### src/rtl/sat_dsp_pkg.sv
package sat_dsp_pkg;

    parameter int DATA_W = 32;

    localparam logic [DATA_W-1:0] POS_LIMIT = {1'b0, {(DATA_W-1){1'b1}}};
    localparam logic [DATA_W-1:0] NEG_LIMIT = {1'b1, {(DATA_W-1){1'b0}}};

    typedef enum logic [1:0] {
        OP_ADD  = 2'b00,
        OP_SUB  = 2'b01,
        OP_DADD = 2'b10,
        OP_DSUB = 2'b11
    } op_e;

    typedef struct packed {
        logic [DATA_W-1:0] value;
        logic              sat;
    } sat_res_t;

    // Overflow of a + b = s: operands agree in sign, sum disagrees.
    function automatic logic add_ovf(input logic [DATA_W-1:0] a,
                                     input logic [DATA_W-1:0] b,
                                     input logic [DATA_W-1:0] s);
        return (a[DATA_W-1] == b[DATA_W-1]) && (s[DATA_W-1] != a[DATA_W-1]);
    endfunction

    // Overflow of a - b = d: operands differ in sign, difference leaves a's sign.
    function automatic logic sub_ovf(input logic [DATA_W-1:0] a,
                                     input logic [DATA_W-1:0] b,
                                     input logic [DATA_W-1:0] d);
        return (a[DATA_W-1] != b[DATA_W-1]) && (d[DATA_W-1] != a[DATA_W-1]);
    endfunction

    // A wrapped result that reads negative came from a positive overflow.
    function automatic logic [DATA_W-1:0] clamp_of(input logic [DATA_W-1:0] wrapped);
        return wrapped[DATA_W-1] ? POS_LIMIT : NEG_LIMIT;
    endfunction

    function automatic sat_res_t sat_sum(input logic [DATA_W-1:0] a,
                                         input logic [DATA_W-1:0] b,
                                         input logic              do_sub);
        sat_res_t          r;
        logic [DATA_W-1:0] raw;
        logic              ovf;
        raw = do_sub ? (a - b) : (a + b);
        ovf = do_sub ? sub_ovf(a, b, raw) : add_ovf(a, b, raw);
        r.value = ovf ? clamp_of(raw) : raw;
        r.sat   = ovf;
        return r;
    endfunction

endpackage

### src/rtl/sat_dsp_doubler.sv
module sat_dsp_doubler
    import sat_dsp_pkg::*;
(
    input  logic [DATA_W-1:0] operand,
    output sat_res_t          doubled
);
    always_comb begin
        doubled = sat_sum(operand, operand, 1'b0);
    end
endmodule

### src/rtl/sat_dsp_addsub.sv
module sat_dsp_addsub
    import sat_dsp_pkg::*;
(
    input  logic [DATA_W-1:0] lhs,
    input  logic [DATA_W-1:0] rhs,
    input  logic              subtract,
    output sat_res_t          outcome
);
    always_comb begin
        outcome = sat_sum(lhs, rhs, subtract);
    end
endmodule

### src/rtl/sat_dsp_alu.sv
module sat_dsp_alu
    import sat_dsp_pkg::*;
(
    input  logic              clk,
    input  logic              rst,
    input  logic              in_valid,
    input  logic [1:0]        op,
    input  logic [DATA_W-1:0] opa,
    input  logic [DATA_W-1:0] opb,
    output logic              out_valid,
    output logic [DATA_W-1:0] result,
    output logic              sat_flag
);
    op_e               op_sel;
    logic              dbl_mode;
    logic              sub_mode;
    sat_res_t          dbl_r;
    sat_res_t          fin_r;
    logic [DATA_W-1:0] rhs_sel;
    logic              any_sat;

    assign op_sel   = op_e'(op);
    assign dbl_mode = (op_sel == OP_DADD) || (op_sel == OP_DSUB);
    assign sub_mode = (op_sel == OP_SUB)  || (op_sel == OP_DSUB);

    sat_dsp_doubler u_dbl (
        .operand (opb),
        .doubled (dbl_r)
    );

    assign rhs_sel = dbl_mode ? dbl_r.value : opb;

    sat_dsp_addsub u_fin (
        .lhs      (opa),
        .rhs      (rhs_sel),
        .subtract (sub_mode),
        .outcome  (fin_r)
    );

    assign any_sat = fin_r.sat | (dbl_mode & dbl_r.sat);

    always_ff @(posedge clk) begin
        if (rst) begin
            out_valid <= 1'b0;
            result    <= '0;
            sat_flag  <= 1'b0;
        end else begin
            out_valid <= in_valid;
            sat_flag  <= in_valid & any_sat;
            if (in_valid) begin
                result <= fin_r.value;
            end
        end
    end
endmodule

### config.mk
export PLATFORM = sky130hd
export DESIGN_NAME = sat_dsp_alu
export DESIGN_NICKNAME = d
export VERILOG_FILES = /design/src/rtl/sat_dsp_pkg.sv /design/src/rtl/sat_dsp_doubler.sv /design/src/rtl/sat_dsp_addsub.sv /design/src/rtl/sat_dsp_alu.sv
export SDC_FILE = /design/constraint.sdc
export NUM_CORES = 1
export LEC_CHECK = 0
export ABC_CLOCK_PERIOD_IN_PS = 6800
export BUFFER_PORTS_ARGS = -buffer_cell sky130_fd_sc_hd__buf_2
export CORE_MARGIN = 2
export CORE_UTILIZATION = 55
export CTS_BUF_LIST = sky130_fd_sc_hd__clkbuf_16
export DETAILED_ROUTE_END_ITERATION = 10
export PLACE_DENSITY = 0.82
export SYNTH_ARGS = -nofsm -noshare
export SYNTH_HDL_FRONTEND = slang
export SYNTH_SLANG_ARGS = --single-unit
### constraint.sdc
create_clock -name clk -period 6.8 [get_ports clk]
set_input_delay 1.36 -clock clk [delete_from_list [all_inputs] [get_ports clk]]
set_output_delay 1.36 -clock clk [all_outputs]
set_load 0.01 [all_outputs]
==> qor.txt <==
========================================================================================
Highest clock rate                                                             154.0 MHz
Endpoint class of the critical path                                                 flop
Number of buffers on the longest clock path                                            2
Synth Cell Area                                                                 4224 µm²
DP HPWL                                                                         9.752 mm
Max Slew Vio Count                                                                     0
Largest delay share family, worst path                                      simple AND/OR/NAND/NOR gates
Number of core rows                                                                   31
DIE WIDTH                                                                       91.64 µm
Cell chain of the critical path                                             buf_2 > ha_1 > or3b_1 > o221a_1 > nor4b_2 > and4b_4 > nor2b_1 > nor3b_1 > nor2_1 > xor2_1 > ha_1 > nand4_1 > or3_1 > nor2_1 > o311ai_1 > a31oi_1 > o21bai_1 > nor4bb_2 > or2_1 > a2111o_4 > o211ai_2
Primary FF master, synth                                                         dfxtp_1
Sum of negative setup slack                                                         0 ns
Number of register bits inferred by synthesis                                         34
Worst setup margin                                                             0.3063 ns
Die Footprint                                                                   8397 µm²
Library cell with the largest summed area after synthesis                        dfxtp_1
Max_cap viols                                                                          0
Dpl cells                                                                            788
Setup Slack @ Placement                                                       -0.1532 ns
Crit-path max cell delay                                                         0.56 ns
Cell count after synthesis                                                           598
Number of cell instances on the worst register-to-register path                        4
Count of synthesis-stage warnings from yosys                                           0
Worst-skew pair later-pin latency                                                0.28 ns
Number of antenna cells inserted                                                       0
Number of nets in the finished design                                                798
Post-synth top area share                                                         16.11%
Root Driver                                                                    clkbuf_16
Leading cell type in the layout, fill and taps excluded                            buf_2
Post-synthesis sequential area ratio                                              16.11%
Critical path arrival                                                            6.70 ns
Overall power after layout                                                      1.204 mW
Number of global-route vias before repair                                          4,140
Postcts setup bufs                                                                     0
Placement-stage cell area                                                       4887 µm²
Pint                                                                            721.4 µW
Post-detailed-routing wire length                                               12.18 mm
Final Core Density                                                                69.82%
Number of design rule violations left after detail routing                             0
Sum of overflow across all layers after global routing                                 0
Worst Path Class, Setup                                                        in -> reg
Maximum number of pins on one net before global-route repair                          33
Share of flip-flops with an asynchronous set or reset                                 0%
Post-synthesis net count                                                             700
CTS H-tree depth                                                                       2
Clock period minus worst slack                                                  6.494 ns
Area Growth Syn to Fin                                                            21.18%
First-iteration detailed-routing DRC count                                           311
Count of port buffers added during placement                                         102
CTS clock-pin slew for the worst setup and hold paths                            0.05 ns
Area of the placeable core                                                      7331 µm²
Post-cts gate resize count                                                             1
Overall Global Routing Usage                                                      28.07%
Number of nets still failing antenna checks after routing                              0
Number of synthesized flops with an enable pin                                         0
Peak supply drop                                                               0.1348 mV
Portion of the clock cycle consumed by the worst path in the final layout         95.49%
Transition time at the pin with the least slew margin                          0.6426 ns
Post-layout instance area                                                       5119 µm²
Status                                                                      complete, no violations
CTS buffer count                                                                       5
Final Hold Violating Endpoints                                                         0
Hold-fix buffer count after cts                                                        0
Distinct cell type count after synthesis                                              61
CTS tree                                                                           built
Data required time at the worst endpoint                                         7.01 ns
Detailed-route via count                                                           4,604
Average size of a mapped cell                                                  7.064 µm²
Initial antenna violation count                                                        0
Number of non-filler instances in the completed layout                               796
Crit path buffers/inverters                                                            1
WL per Instance                                                                 15.30 µm
Worst hold path stage count                                                            2
Height of the chip                                                              91.64 µm
First-pass GRT wire length                                                      19.44 mm
Total leakage power                                                             2.394 nW
Switching power summed over all nets                                            482.8 µW
Stages on worst setup path                                                            21
Number of top-level pins                                                             103
Starting Density                                                                  57.62%
Share of power burned in the clock network                                         24.5%
Finish-stage setup viols                                                               0
Hold/Removal Path Class                                                       reg -> reg
Iteration count of the initial detailed-routing pass                                   5
Synth area leaders                                                          dfxtp_1, ha_1, xnor2_1, nor2_1, nand2_1
Most frequent cells in the layout                                           buf_2, nand2_1, nor2_1
Fraction of final layout cells with drive strength greater than 1                 22.38%
Maximum fanout along the worst path                                                    8
CP Launch Type                                                                 input pin
Clock sink total                                                                      34
Power density over cell area                                                235.3 nW/µm²
Switching power share of the total                                                40.09%
Critical-path cell with the highest stage delay                                 a2111o_4
Clk_skew                                                                            0 ns
Final GP Congestion                                                                1.001
Via density per instance                                                           5.784
Setup repair after global routing missed its margin                                false
Headroom to the max-slew limit                                                    56.62%
Fraction of power consumed by sequential logic                                     20.9%
Relative contribution of combinational cells to total power                        54.6%
Fin Hold WS                                                                    0.4612 ns
========================================================================================
==> cells by family after synthesis <==
group	Yosys count	synth area share (%)
simple gates	232	25.47
compound gates	190	30.75
xor+xnor	58	12.20
buf+inv	46	4.295
flops	34	16.11
fa+ha+maj	33	9.953
mux	5	1.214
==> path summary, 6_finish.rpt <==
| path | to | from | slack (ns) |
|---|---|---|---|
| hold / removal | result[24]$_SDFFE_PP0P_ | result[24]$_SDFFE_PP0P_ | 0.46 |
| hold reg to reg | result[24]$_SDFFE_PP0P_ | result[24]$_SDFFE_PP0P_ | 0.46 |
| setup reg to reg | result[29]$_SDFFE_PP0P_ | result[29]$_SDFFE_PP0P_ | 5.49 |
| setup / recovery | result[13]$_SDFFE_PP0P_ | opb[30] | 0.31 |
==> routing by layer <==
layer	global-route usage (%)	wire (µm)	vias to the layer above
li1	-	-	2355
met1	38.60	5563	2044
met2	46.08	5502	185
met3	3.369	851	20
met4	8.081	259	0
met5	0	0	-
==> power by group through the flow <==
stage | registers, mW | logic [mW] | clock network, mW
detailed placement | 0.254 | 0.633 | 0
global route | 0.256 | 0.720 | 0.304
CTS | 0.252 | 0.642 | 0.296
global placement | 0.254 | 0.626 | 0
finish | 0.252 | 0.657 | 0.295
floorplan | 0.273 | 0.438 | 0
==> synthesized netlist by cell type (7+ instances only) <==
library cell / count
nor2_1: 76
nand2_1: 75
a21oi_1: 55
xnor2_1: 36
dfxtp_1: 34
ha_1: 32
o21ai_0: 29
a211oi_1: 26
clkbuf_1: 25
nand3_1: 24
xor2_1: 21
inv_1: 14
a21o_1: 13
a31oi_1: 11
or3_1: 9
nor2b_1: 8
o211ai_2: 8
o21a_1: 8
nand2b_1: 7
==> flip-flops by register name, summed over array words and instances (netlist names) <==
| signal | flops |
|---|---|
| sat_flag | 1 |
| result | 32 |
| out_valid | 1 |
==> tightest hold or removal path: stages (launching register included) <==
cell      delay (ns)
dfxtp_1         0.32
nand2_1         0.06
o211ai_2        0.05
==> final cells by class <==
| type | instances | area [µm²] |
|---|---|---|
| multi-input combinational | 518 | 3396 |
| fill | 610 | 2212 |
| sequential | 34 | 680.7 |
| timing repair buffer | 123 | 671.9 |
| clock buffer | 5 | 125.1 |
| tap | 99 | 123.9 |
| clock inverter | 3 | 68.82 |
| inverter | 14 | 52.55 |
Power figures use the tool's default switching activity.
